--- src/rtl/bl_duty_pkg.sv ---
package bl_duty_pkg;

    // Readback sequencer states
    typedef enum logic [1:0] {
        RB_IDLE   = 2'd0,
        RB_DIVIDE = 2'd1,
        RB_FINISH = 2'd2
    } rb_state_t;

endpackage

--- src/rtl/bl_period_mask.sv ---
// Effective bit count and period mask, shared by both conversion paths.
module bl_period_mask #(
    parameter  int PER_W = 16,
    localparam int BC_W  = $clog2(PER_W)
) (
    input  logic [BC_W-1:0]  bitcnt,
    input  logic [PER_W-1:0] period,
    output logic [BC_W:0]    eff,
    output logic [PER_W-1:0] mask,
    output logic [PER_W-1:0] mper
);

    assign eff = (bitcnt == '0) ? (BC_W+1)'(PER_W) : {1'b0, bitcnt};

    for (genvar i = 0; i < PER_W; i++) begin : g_mask
        assign mask[i] = ((BC_W+1)'(i) < eff);
    end

    assign mper = period & mask;

endmodule

--- src/rtl/bl_level_expand.sv ---
// Stretches a half-width level to a U1.PER_W fraction (x * 256/255 for 8 bits).
module bl_level_expand #(
    parameter  int PER_W = 16,
    localparam int LVL_W = PER_W / 2
) (
    input  logic [LVL_W-1:0] level,
    output logic [PER_W:0]   frac_q
);

    // {L,L,L} equals L*0x10101; its top PER_W bits are {L,L} and bit LVL_W-1 is L's MSB.
    assign frac_q = {1'b0, level, level} + (PER_W+1)'(level[LVL_W-1]);

endmodule

--- src/rtl/bl_fwd_scale.sv ---
// Scales the fraction by the masked period and reduces to a rounded duty word.
module bl_fwd_scale #(
    parameter  int PER_W = 16,
    localparam int BC_W  = $clog2(PER_W)
) (
    input  logic [PER_W:0]   frac_q,
    input  logic [PER_W-1:0] mper,
    input  logic [BC_W:0]    eff,
    output logic [PER_W-1:0] duty
);

    localparam int PROD_W = 2 * PER_W + 1;

    logic [PROD_W-1:0] prod;
    logic [PROD_W-1:0] prod_sh;
    logic              rnd;
    logic [PER_W:0]    sum;
    logic              over;

    always_comb begin
        prod    = PROD_W'(frac_q) * PROD_W'(mper);
        prod_sh = prod >> eff;
        rnd     = prod[eff - 1'b1];
        sum     = {1'b0, prod_sh[PER_W-1:0]} + (PER_W+1)'(rnd);
        over    = (|prod_sh[PROD_W-1:PER_W]) | sum[PER_W];
        duty    = over ? '1 : sum[PER_W-1:0];
    end

endmodule

--- src/rtl/bl_rb_divider.sv ---
// Readback path: restoring divider plus round and scale-back, under a small FSM.
module bl_rb_divider
    import bl_duty_pkg::*;
#(
    parameter  int PER_W = 16,
    localparam int BC_W  = $clog2(PER_W),
    localparam int RB_W  = PER_W + 1
) (
    input  logic             clk,
    input  logic             rst_n,
    input  logic             start,
    input  logic [PER_W-1:0] duty_in,
    input  logic             frac_en,
    input  logic [PER_W-1:0] mask,
    input  logic [PER_W-1:0] mper,
    input  logic [BC_W:0]    eff,
    output logic             busy,
    output logic             done,
    output logic [RB_W-1:0]  level_out
);

    localparam int NUM_W = 2 * PER_W + 1;
    localparam int MUL_W = NUM_W + PER_W;
    localparam int CNT_W = $clog2(NUM_W);

    rb_state_t state_q, state_d;

    logic [NUM_W-1:0] num_q;
    logic [NUM_W-1:0] quo_q;
    logic [PER_W-1:0] rem_q;
    logic [PER_W-1:0] den_q;
    logic [BC_W:0]    eff_q;
    logic [CNT_W-1:0] cnt_q;
    logic [RB_W-1:0]  level_q;
    logic             done_q;

    // operand setup
    logic [PER_W-1:0] top_mask;
    logic [PER_W-1:0] dsel;
    logic [NUM_W-1:0] num_init;
    logic [PER_W-1:0] den_init;
    // one divide step
    logic [PER_W:0]   trial;
    logic             ge;
    logic [PER_W-1:0] diff;
    // finish step
    logic [NUM_W-1:0] q_half;
    logic [MUL_W-1:0] back;
    logic [MUL_W-1:0] back_sh;
    logic             rnd;
    logic [RB_W:0]    sum;
    logic [RB_W-1:0]  res;

    always_comb begin
        top_mask = mask << ((BC_W+1)'(PER_W) - eff);
        dsel     = frac_en ? duty_in : (duty_in & top_mask);
        num_init = NUM_W'(dsel) << (eff + 1'b1);
        den_init = (mper == '0) ? '1 : mper;

        trial = {rem_q, num_q[NUM_W-1]};
        ge    = (trial >= {1'b0, den_q});
        diff  = trial[PER_W-1:0] - den_q;

        q_half  = {1'b0, quo_q[NUM_W-1:1]} + NUM_W'(quo_q[0]);
        back    = MUL_W'(q_half) * MUL_W'(den_q);
        back_sh = back >> eff_q;
        rnd     = back[eff_q - 1'b1];
        sum     = {1'b0, back_sh[RB_W-1:0]} + (RB_W+1)'(rnd);
        res     = ((|back_sh[MUL_W-1:RB_W]) | sum[RB_W]) ? '1 : sum[RB_W-1:0];
    end

    // next state
    always_comb begin
        state_d = state_q;
        unique case (state_q)
            RB_IDLE:   if (start) state_d = RB_DIVIDE;
            RB_DIVIDE: if (cnt_q == '0) state_d = RB_FINISH;
            RB_FINISH: state_d = RB_IDLE;
            default:   state_d = RB_IDLE;
        endcase
    end

    // state register
    always_ff @(posedge clk) begin
        if (!rst_n) state_q <= RB_IDLE;
        else        state_q <= state_d;
    end

    // datapath and outputs
    always_ff @(posedge clk) begin
        if (!rst_n) begin
            num_q   <= '0;
            quo_q   <= '0;
            rem_q   <= '0;
            den_q   <= '1;
            eff_q   <= (BC_W+1)'(PER_W);
            cnt_q   <= '0;
            level_q <= '0;
            done_q  <= 1'b0;
        end else begin
            done_q <= 1'b0;
            unique case (state_q)
                RB_IDLE: begin
                    if (start) begin
                        num_q <= num_init;
                        quo_q <= '0;
                        rem_q <= '0;
                        den_q <= den_init;
                        eff_q <= eff;
                        cnt_q <= CNT_W'(NUM_W - 1);
                    end
                end
                RB_DIVIDE: begin
                    num_q <= num_q << 1;
                    quo_q <= {quo_q[NUM_W-2:0], ge};
                    rem_q <= ge ? diff : trial[PER_W-1:0];
                    cnt_q <= cnt_q - CNT_W'(1);
                end
                RB_FINISH: begin
                    level_q <= res;
                    done_q  <= 1'b1;
                end
                default: ;
            endcase
        end
    end

    assign busy      = (state_q != RB_IDLE);
    assign done      = done_q;
    assign level_out = level_q;

endmodule

--- src/rtl/bl_duty_conv.sv ---
module bl_duty_conv #(
    parameter  int PER_W = 16,
    localparam int LVL_W = PER_W / 2,
    localparam int BC_W  = $clog2(PER_W),
    localparam int RB_W  = PER_W + 1
) (
    input  logic             clk,
    input  logic             rst_n,
    input  logic             fwd_req,
    input  logic [LVL_W-1:0] level,
    input  logic [PER_W-1:0] period,
    input  logic [BC_W-1:0]  bitcnt,
    input  logic             rb_req,
    input  logic [PER_W-1:0] rb_duty,
    input  logic             frac_en,
    output logic [PER_W-1:0] duty_out,
    output logic             duty_valid,
    output logic             rb_busy,
    output logic             rb_valid,
    output logic [RB_W-1:0]  rb_level
);

    logic [BC_W:0]    eff;
    logic [PER_W-1:0] mask;
    logic [PER_W-1:0] mper;
    logic [PER_W:0]   frac_q;
    logic [PER_W-1:0] fwd_duty;
    logic [PER_W-1:0] duty_q;
    logic             dvalid_q;

    bl_period_mask #(.PER_W(PER_W)) u_mask (
        .bitcnt (bitcnt),
        .period (period),
        .eff    (eff),
        .mask   (mask),
        .mper   (mper)
    );

    bl_level_expand #(.PER_W(PER_W)) u_expand (
        .level  (level),
        .frac_q (frac_q)
    );

    bl_fwd_scale #(.PER_W(PER_W)) u_scale (
        .frac_q (frac_q),
        .mper   (mper),
        .eff    (eff),
        .duty   (fwd_duty)
    );

    always_ff @(posedge clk) begin
        if (!rst_n) begin
            duty_q   <= '0;
            dvalid_q <= 1'b0;
        end else begin
            dvalid_q <= fwd_req;
            if (fwd_req) duty_q <= fwd_duty;
        end
    end

    assign duty_out   = duty_q;
    assign duty_valid = dvalid_q;

    bl_rb_divider #(.PER_W(PER_W)) u_rb (
        .clk       (clk),
        .rst_n     (rst_n),
        .start     (rb_req),
        .duty_in   (rb_duty),
        .frac_en   (frac_en),
        .mask      (mask),
        .mper      (mper),
        .eff       (eff),
        .busy      (rb_busy),
        .done      (rb_valid),
        .level_out (rb_level)
    );

endmodule

--- config.mk ---
export PLATFORM = sky130hd
export DESIGN_NAME = bl_duty_conv
export DESIGN_NICKNAME = d
export VERILOG_FILES = /design/src/rtl/bl_duty_pkg.sv /design/src/rtl/bl_period_mask.sv /design/src/rtl/bl_level_expand.sv /design/src/rtl/bl_fwd_scale.sv /design/src/rtl/bl_rb_divider.sv /design/src/rtl/bl_duty_conv.sv
export SDC_FILE = /design/constraint.sdc
export NUM_CORES = 2
export LEC_CHECK = 0
export BUFFER_PORTS_ARGS = -buffer_cell sky130_fd_sc_hd__buf_2
export CORE_MARGIN = 2
export CORE_UTILIZATION = 26
export CTS_CLUSTER_SIZE = 16
export DETAILED_ROUTE_END_ITERATION = 16
export GPL_ROUTABILITY_DRIVEN = 0
export PLACE_DENSITY = 0.43
export SKIP_LAST_GASP = 1
export SLEW_MARGIN = 25
export SYNTH_ARGS = -nofsm -noshare
export SYNTH_HDL_FRONTEND = slang
export SYNTH_SLANG_ARGS = --single-unit
--- constraint.sdc ---
create_clock -name clk -period 15.5 [get_ports clk]
set_input_delay 1.55 -clock clk [delete_from_list [all_inputs] [get_ports clk]]
set_output_delay 1.55 -clock clk [all_outputs]
set_load 0.02 [all_outputs]
== Word-level counts from Yosys, hierarchy flattened ==
Index checks and enable logic that the tools add are counted.

* Output and inout bits: 36
* Register bits after elaboration: 146
* Memory bits (read-only): 0
* Memory bits (writable): 0
* Memories: 0
* Word-level logic and storage cells: 87
* Bits in latches: 0

* Order comparisons: 19
* Equal/unequal tests: 4
* Reduce and logical (&&, ||, !) cells: 11
* Bitwise logic cells: 4
* $add $sub $neg: 10
* Multiply operators: 2
* Multiplexer cells: 22
* Shifts and indexed selects: 4
* Div/mod/pow operators: 0

{| class="wikitable"
|+ Operators with widths
! operator !! count
|-
| $pmux W33 S2 || 2
|-
| $mux W16 || 5
|-
| $mux W33 || 2
|-
| $mul A33 B16 Y49 || 1
|-
| $shr A49 B5 Y49 || 1
|-
| $lt A4 B5 Y1 const A || 8
|-
| $add A16 B1 Y17 || 2
|-
| $add A32 B1 Y33 || 1
|-
| $mul A17 B16 Y33 || 1
|-
| $shl A16 B5 Y33 || 1
|-
| $shr A33 B5 Y33 || 1
|-
| $and A16 B16 Y16 || 2
|-
| $pmux W16 S2 || 1
|-
| $reduce_or A32 Y1 || 1
|-
| $lt A3 B5 Y1 const A || 4
|-
| $add A17 B1 Y18 || 1
|-
| $ge A17 B16 Y1 || 1
|-
| $mux W17 || 1
|-
| $reduce_or A17 Y1 || 1
|-
| $logic_not A16 Y1 || 1
|-
| $shl A16 B5 Y16 || 1
|-
| $sub A16 B16 Y16 || 1
|-
| $lt A5 B7 Y1 const B || 2
|-
| $pmux W6 S2 || 1
|-
| other kinds (22) || 33
|}

== Longest topological paths before layout ==
* Word-level depth: 10
* Gate-level depth with buffers: 49

== Hierarchy ==
A second synthesis with hierarchy kept.

* Cell total of the unflattened synthesis: 5,261
* Area total of the unflattened synthesis: 42,675.9 um^2

{| class="wikitable"
|+ Modules (own cells, without submodules)
! module !! cells an instance !! area an instance (um^2) !! seq. area each (um^2) !! times used
|-
| bl_rb_divider || 3,523 || 28,783.9 || 2,582.5 || 1
|-
| bl_fwd_scale || 1,584 || 12,629.6 || 0.0 || 1
|-
| bl_duty_conv || 53 || 643.1 || 340.3 || 1
|-
| bl_period_mask || 67 || 364.1 || 0.0 || 1
|-
| bl_level_expand || 34 || 255.2 || 0.0 || 1
|}

== Worst setup path after synthesis ==
Ideal clock, no wire load.

* Path type: input port to flip-flop
* From: in bitcnt[1]
* To: reg duty_q[10], in the netlist duty_out[10]
* Library setup time: 0.070 ns
* Slack: 3.588 ns
* Buffers on the path: 8
* Cell stages on the path: 45
* Arrival: 11.843 ns
* Cells stage by stage: clkbuf_1 > inv_1 > clkbuf_1 > ha_1 > buf_2 > or3b_2 > clkbuf_1 > clkbuf_1 > a21boi_1 > clkbuf_1 > nand2_1 > fa_1 > inv_1 > fa_1 > fa_1 > fa_1 > fa_1 > inv_1 > (+9 left out) > o2111a_1 > o31a_1 > nor2_1 > nand2_1 > a31oi_1 > inv_1 > mux4_2 > mux2i_1 > ha_1 > ha_1 > and2_1 > nand4_1 > nor2_1 > and4_1 > a31o_2 > a21oi_2 > buf_2 > a21oi_1

* Word-level cells in the longest chain between the ends: 10

{| class="wikitable"
|+ Ends and longest elaborated chain
! item !! RTL line !! RTL
|-
| start, declared || bl_duty_conv.sv:12 || <nowiki>input logic [BC_W-1:0] bitcnt,</nowiki>
|-
| $logic_not A4 Y1 || bl_period_mask.sv:13 || <nowiki>assign eff = (bitcnt == '0) ? (BC_W+1)'(PER_W) : {1'b0, bitcnt};</nowiki>
|-
| $mux W5 * || bl_period_mask.sv:13 ||
|-
| $lt A1 B5 Y1 (tied with other cells) || bl_period_mask.sv:16 || <nowiki>assign mask[i] = ((BC_W+1)'(i) < eff);</nowiki>
|-
| $and A16 B16 Y16 || bl_period_mask.sv:19 || <nowiki>assign mper = period & mask;</nowiki>
|-
| $mul A17 B16 Y33 || bl_fwd_scale.sv:21 || <nowiki>prod = PROD_W'(frac_q) * PROD_W'(mper);</nowiki>
|-
| $bmux W1 S5 || bl_fwd_scale.sv:23 || <nowiki>rnd = prod[eff - 1'b1];</nowiki>
|-
| $mux W1 (not written as such) || bl_fwd_scale.sv:23 ||
|-
| $add A16 B1 Y17 || bl_fwd_scale.sv:24 || <nowiki>sum = {1'b0, prod_sh[PER_W-1:0]} + (PER_W+1)'(rnd);</nowiki>
|-
| $or A1 B1 Y1 || bl_fwd_scale.sv:25 || <nowiki>over = (|prod_sh[PROD_W-1:PER_W]) | sum[PER_W];</nowiki>
|-
| $mux W16 * || bl_fwd_scale.sv:26 || <nowiki>duty = over ? '1 : sum[PER_W-1:0];</nowiki>
|-
| end signal, assigned || bl_duty_conv.sv:57 || <nowiki>if (fwd_req) duty_q <= fwd_duty;</nowiki>
|-
| end, declared || bl_duty_conv.sv:28 || <nowiki>logic [PER_W-1:0] duty_q;</nowiki>
|}

Every way passes the cells marked *; elsewhere a longest branch is shown, timed or not. The select of a mux whose other input is x is not followed.
A chain may end at the register's enable or synchronous reset.

== Final worst setup path ==
* From: in bitcnt[1]
* To: reg duty_q[1], in the netlist duty_out[1]

The elaborated chain is that of the path after synthesis.

==> key figures <==
Status
  • Status: complete, no violations

Power and ir drop
  • Clk network pwr share: 0.101
  • Combinational Power Share: 0.805
  • Peak VDD IR: 0.127 mV
  • Leak pwr: 18.9 nW
  • PD cells: 98.0 mW/mm^2
  • Switching part of the total: 0.566
  • Switching power: 2.53 mW
  • Internal Power: 1.94 mW
  • Reg power frac: 0.094
  • Total design power: 4.47 mW

Clocking
  • Hold Buf Count CTS: 0
  • Skew-Pair Late Insertion Delay: 520 ps
  • Max clock buf depth: 2
  • TritonCTS Buffers: 17
  • Worst-path clk slew: 60 ps
  • Clock root cell: clkbuf_16
  • Post-CTS sizing: 0
  • Post-CTS Repair Setup Buffers: 0
  • H-tree Lvls: 4
  • TritonCTS clock tree: done
  • CTS sink cnt: 146

Critical path
  • CP endpoint kind: flop
  • Total number of cells along the worst setup path: 39
  • Slowest stage delay, CP: 910 ps
  • Peak fanout along the critical path: 19
  • Worst setup SP type: primary input
  • Buffers and inverters on the worst path: 6
  • Worst reg-to-reg path cell count: 32
  • Top Family by Delay on Critical Path: adder cells
  • Most common cell on crit path: fa_1
  • R2R Setup Slk: 3270 ps
  • Reg-to-reg startpoint: u_rb.quo_q[0]
  • Terminus of the critical flop-to-flop path: u_rb.level_out[14]
  • Required time of the critical path: 15920 ps
  • Worst path arrival time: 13670 ps
  • Worst setup path class: in2reg
  • Crit path launch: bitcnt[1]
  • Crit-path slowest cell: and2_0

Run
  • # Max-Cap Violations: 0

Detailed routing
  • Drt wl/cell: 21.2 microns
  • Initial DRC count: 2776
  • First-pass DRT Iterations: 7
  • # DRC: 0
  • Via/cell ratio: 5.19
  • Antenna-violating nets left: 0
  • WL final: 156000 microns
  • Vias: 38.2k

Synthesis
  • Post-Syn Area: 0.0422 sq mm
  • Asr flop ratio synth: 0
  • Synth Net Count: 6254
  • Main synth FF type: dfxtp_1
  • Synth unique cells: 109
  • Syn Area/Cell: 7.96 sq um
  • Register area share after synthesis: 0.0692
  • Mapped Cells: 5307
  • Synthesized flop and latch total: 146
  • Warnings from Yosys: 0
  • Post-synth EDFFs: 0

Die
  • Num rows: 147
  • Initial core utilization: 0.262
  • Die Wd: 407 microns
  • I/O Pins: 85
  • Core area: 0.161 sq mm
  • Die Y-Extent: 407 microns
  • Die area: 0.166 sq mm

STA
  • Endpoints failing hold: 0
  • RSZ-0062 raised after global routing: false
  • Final worst-path cycle share: 0.855
  • Worst-margin pin slew: 1090 ps
  • Fmax: 75.4 MHz
  • Setup TNS: 0 ps
  • Worst rel slew slack: 0.270
  • Clk_skew: 29.5 ps
  • Fin worst setup slack: 2250 ps
  • Slew Limit Fails: 0
  • Post-layout min period: 13250 ps
  • Final setup viols: 0

Final layout
  • Most frequent cells in the layout: 689 x nand2_1, 686 x inv_1, 641 x fa_1
  • Fin nets: 6135
  • Ant. Diodes: 0
  • Area delta synth->final: 7.96%
  • Commonest non-fill, non-tap cell in the layout: nand2_1
  • Number of fill cells in the layout: 17.6k
  • Share of cells above drive strength 1: 0.0752

Global routing
  • GRT Residual Overflow: 0
  • Largest net degree at the start of global routing: 75
  • First-pass GRT wire length: 245000 microns
  • Global-route usage over all layers: 0.190
  • Initial antenna violation count: 2
  • Vias in the first global route: 39.3k

Worst hold path
  • Worst min-delay path class: reg2reg
  • Hold Startpoint: u_rb.quo_q[20]
  • Cells on Worst Hold Path: 2
  • WHS Endpoint: u_rb.quo_q[20]

Place
  • DPL Wire Length: 125000 microns
  • Place WS: 1970 ps
  • Port bufs: 84
synthesized netlist by cell type (42+ instances only):
cell,number,share of area
nand2_1,690,0.061
inv_1,686,0.061
fa_1,641,0.30
nor2_1,493,0.044
ha_1,257,0.076
clkbuf_1,254,0.023
o21ai_0,231,0.027
and2_1,211,0.031
a21oi_1,203,0.024
dfxtp_1,146,0.069
nand3_1,93,0.011
xnor2_1,81,0.017
nor3_1,79,0.0094
mux2i_1,77,0.018
a211oi_1,69,0.012
a21o_1,68,0.012
xor2_1,53,0.011
nand4_1,52,0.0077
nand2b_1,45,0.0067
mux4_2,42,0.022
kinds of logic after synthesis:
| kind of cell | Yosys count | share of synthesized area |
|---|---|---|
| AOI/OAI and AO/OA | 1094 | 0.178 |
| xor gates and xnor gates | 134 | 0.0278 |
| adders and majority gates | 899 | 0.380 |
| buffers and inverters | 1013 | 0.0914 |
| DFF | 146 | 0.0692 |
| muxes | 140 | 0.0462 |
| and+or+nand+nor | 1881 | 0.207 |
final cells by class:
class | instances | area [sq um] | area share
inverter | 694 | 2610 | 0.0571
clock inverter | 13 | 146 | 0.00321
multi-input combinational | 4148 | 35600 | 0.781
sequential | 146 | 2930 | 0.0642
tap | 2160 | 2700 | 0.0593
clock buffer | 19 | 443 | 0.00971
timing repair buffer | 181 | 1150 | 0.0252
layer usage:
| layer | share of wire | vias up | GRT usage |
|---|---|---|---|
| met2 | 0.48 | 1038 | 0.325 |
| li1 | - | 17529 | - |
| met3 | 0.040 | 204 | 0.0158 |
| met4 | 0.031 | 0 | 0.0578 |
| met1 | 0.45 | 19460 | 0.254 |
| met5 | 0 | - | 0 |
sequential cells by signal, summed over array words and instances (netlist names):
register / flops
u_rb.num_q: 33
u_rb.done: 1
u_rb.state_q: 2
duty_valid: 1
u_rb.level_out: 17
u_rb.quo_q: 33
u_rb.eff_q: 5
u_rb.den_q: 16
u_rb.rem_q: 16
u_rb.cnt_q: 6
duty_out: 16
worst register-to-register path: cells and delay by family, from the launching register on:
family	cells	cell delay, ps
compound gates	10	4080
xor+xnor	2	1050
fa+ha+maj	9	3990
buf+inv	3	160
flops	1	470
mux	1	310
simple gates	7	2030
power by group through the flow:
stage	Sequential (mW)	Combinational, mW	Clock (mW)
2_1_floorplan	0.436	2.43	0
3_3_place_gp	0.429	3.55	0
3_5_place_dp	0.429	3.53	0
4_1_cts	0.421	3.55	0.471
5_1_grt	0.424	3.91	0.484
6_report	0.421	3.60	0.450
through the flow:
stage	cell area, sq um	util	hold WS, ps	cells
global placement	45000	0.279	439	7329
floorplan	42200	-	425	5307
finish	45600	0.283	456	7361
detailed placement	45000	0.279	444	7329
global route	45600	0.283	487	7361
CTS	45600	0.283	460	7361
worst max-delay path by stage:
stage,endpoint,slack (ps)
6_report,duty_out[1],2250
5_1_grt,duty_out[9],1650
4_1_cts,duty_out[1],2460
3_5_place_dp,duty_out[1],1970
3_3_place_gp,duty_out[1],2180
2_1_floorplan,duty_out[10],3590
No activity file was read; power rests on OpenSTA's default activity.
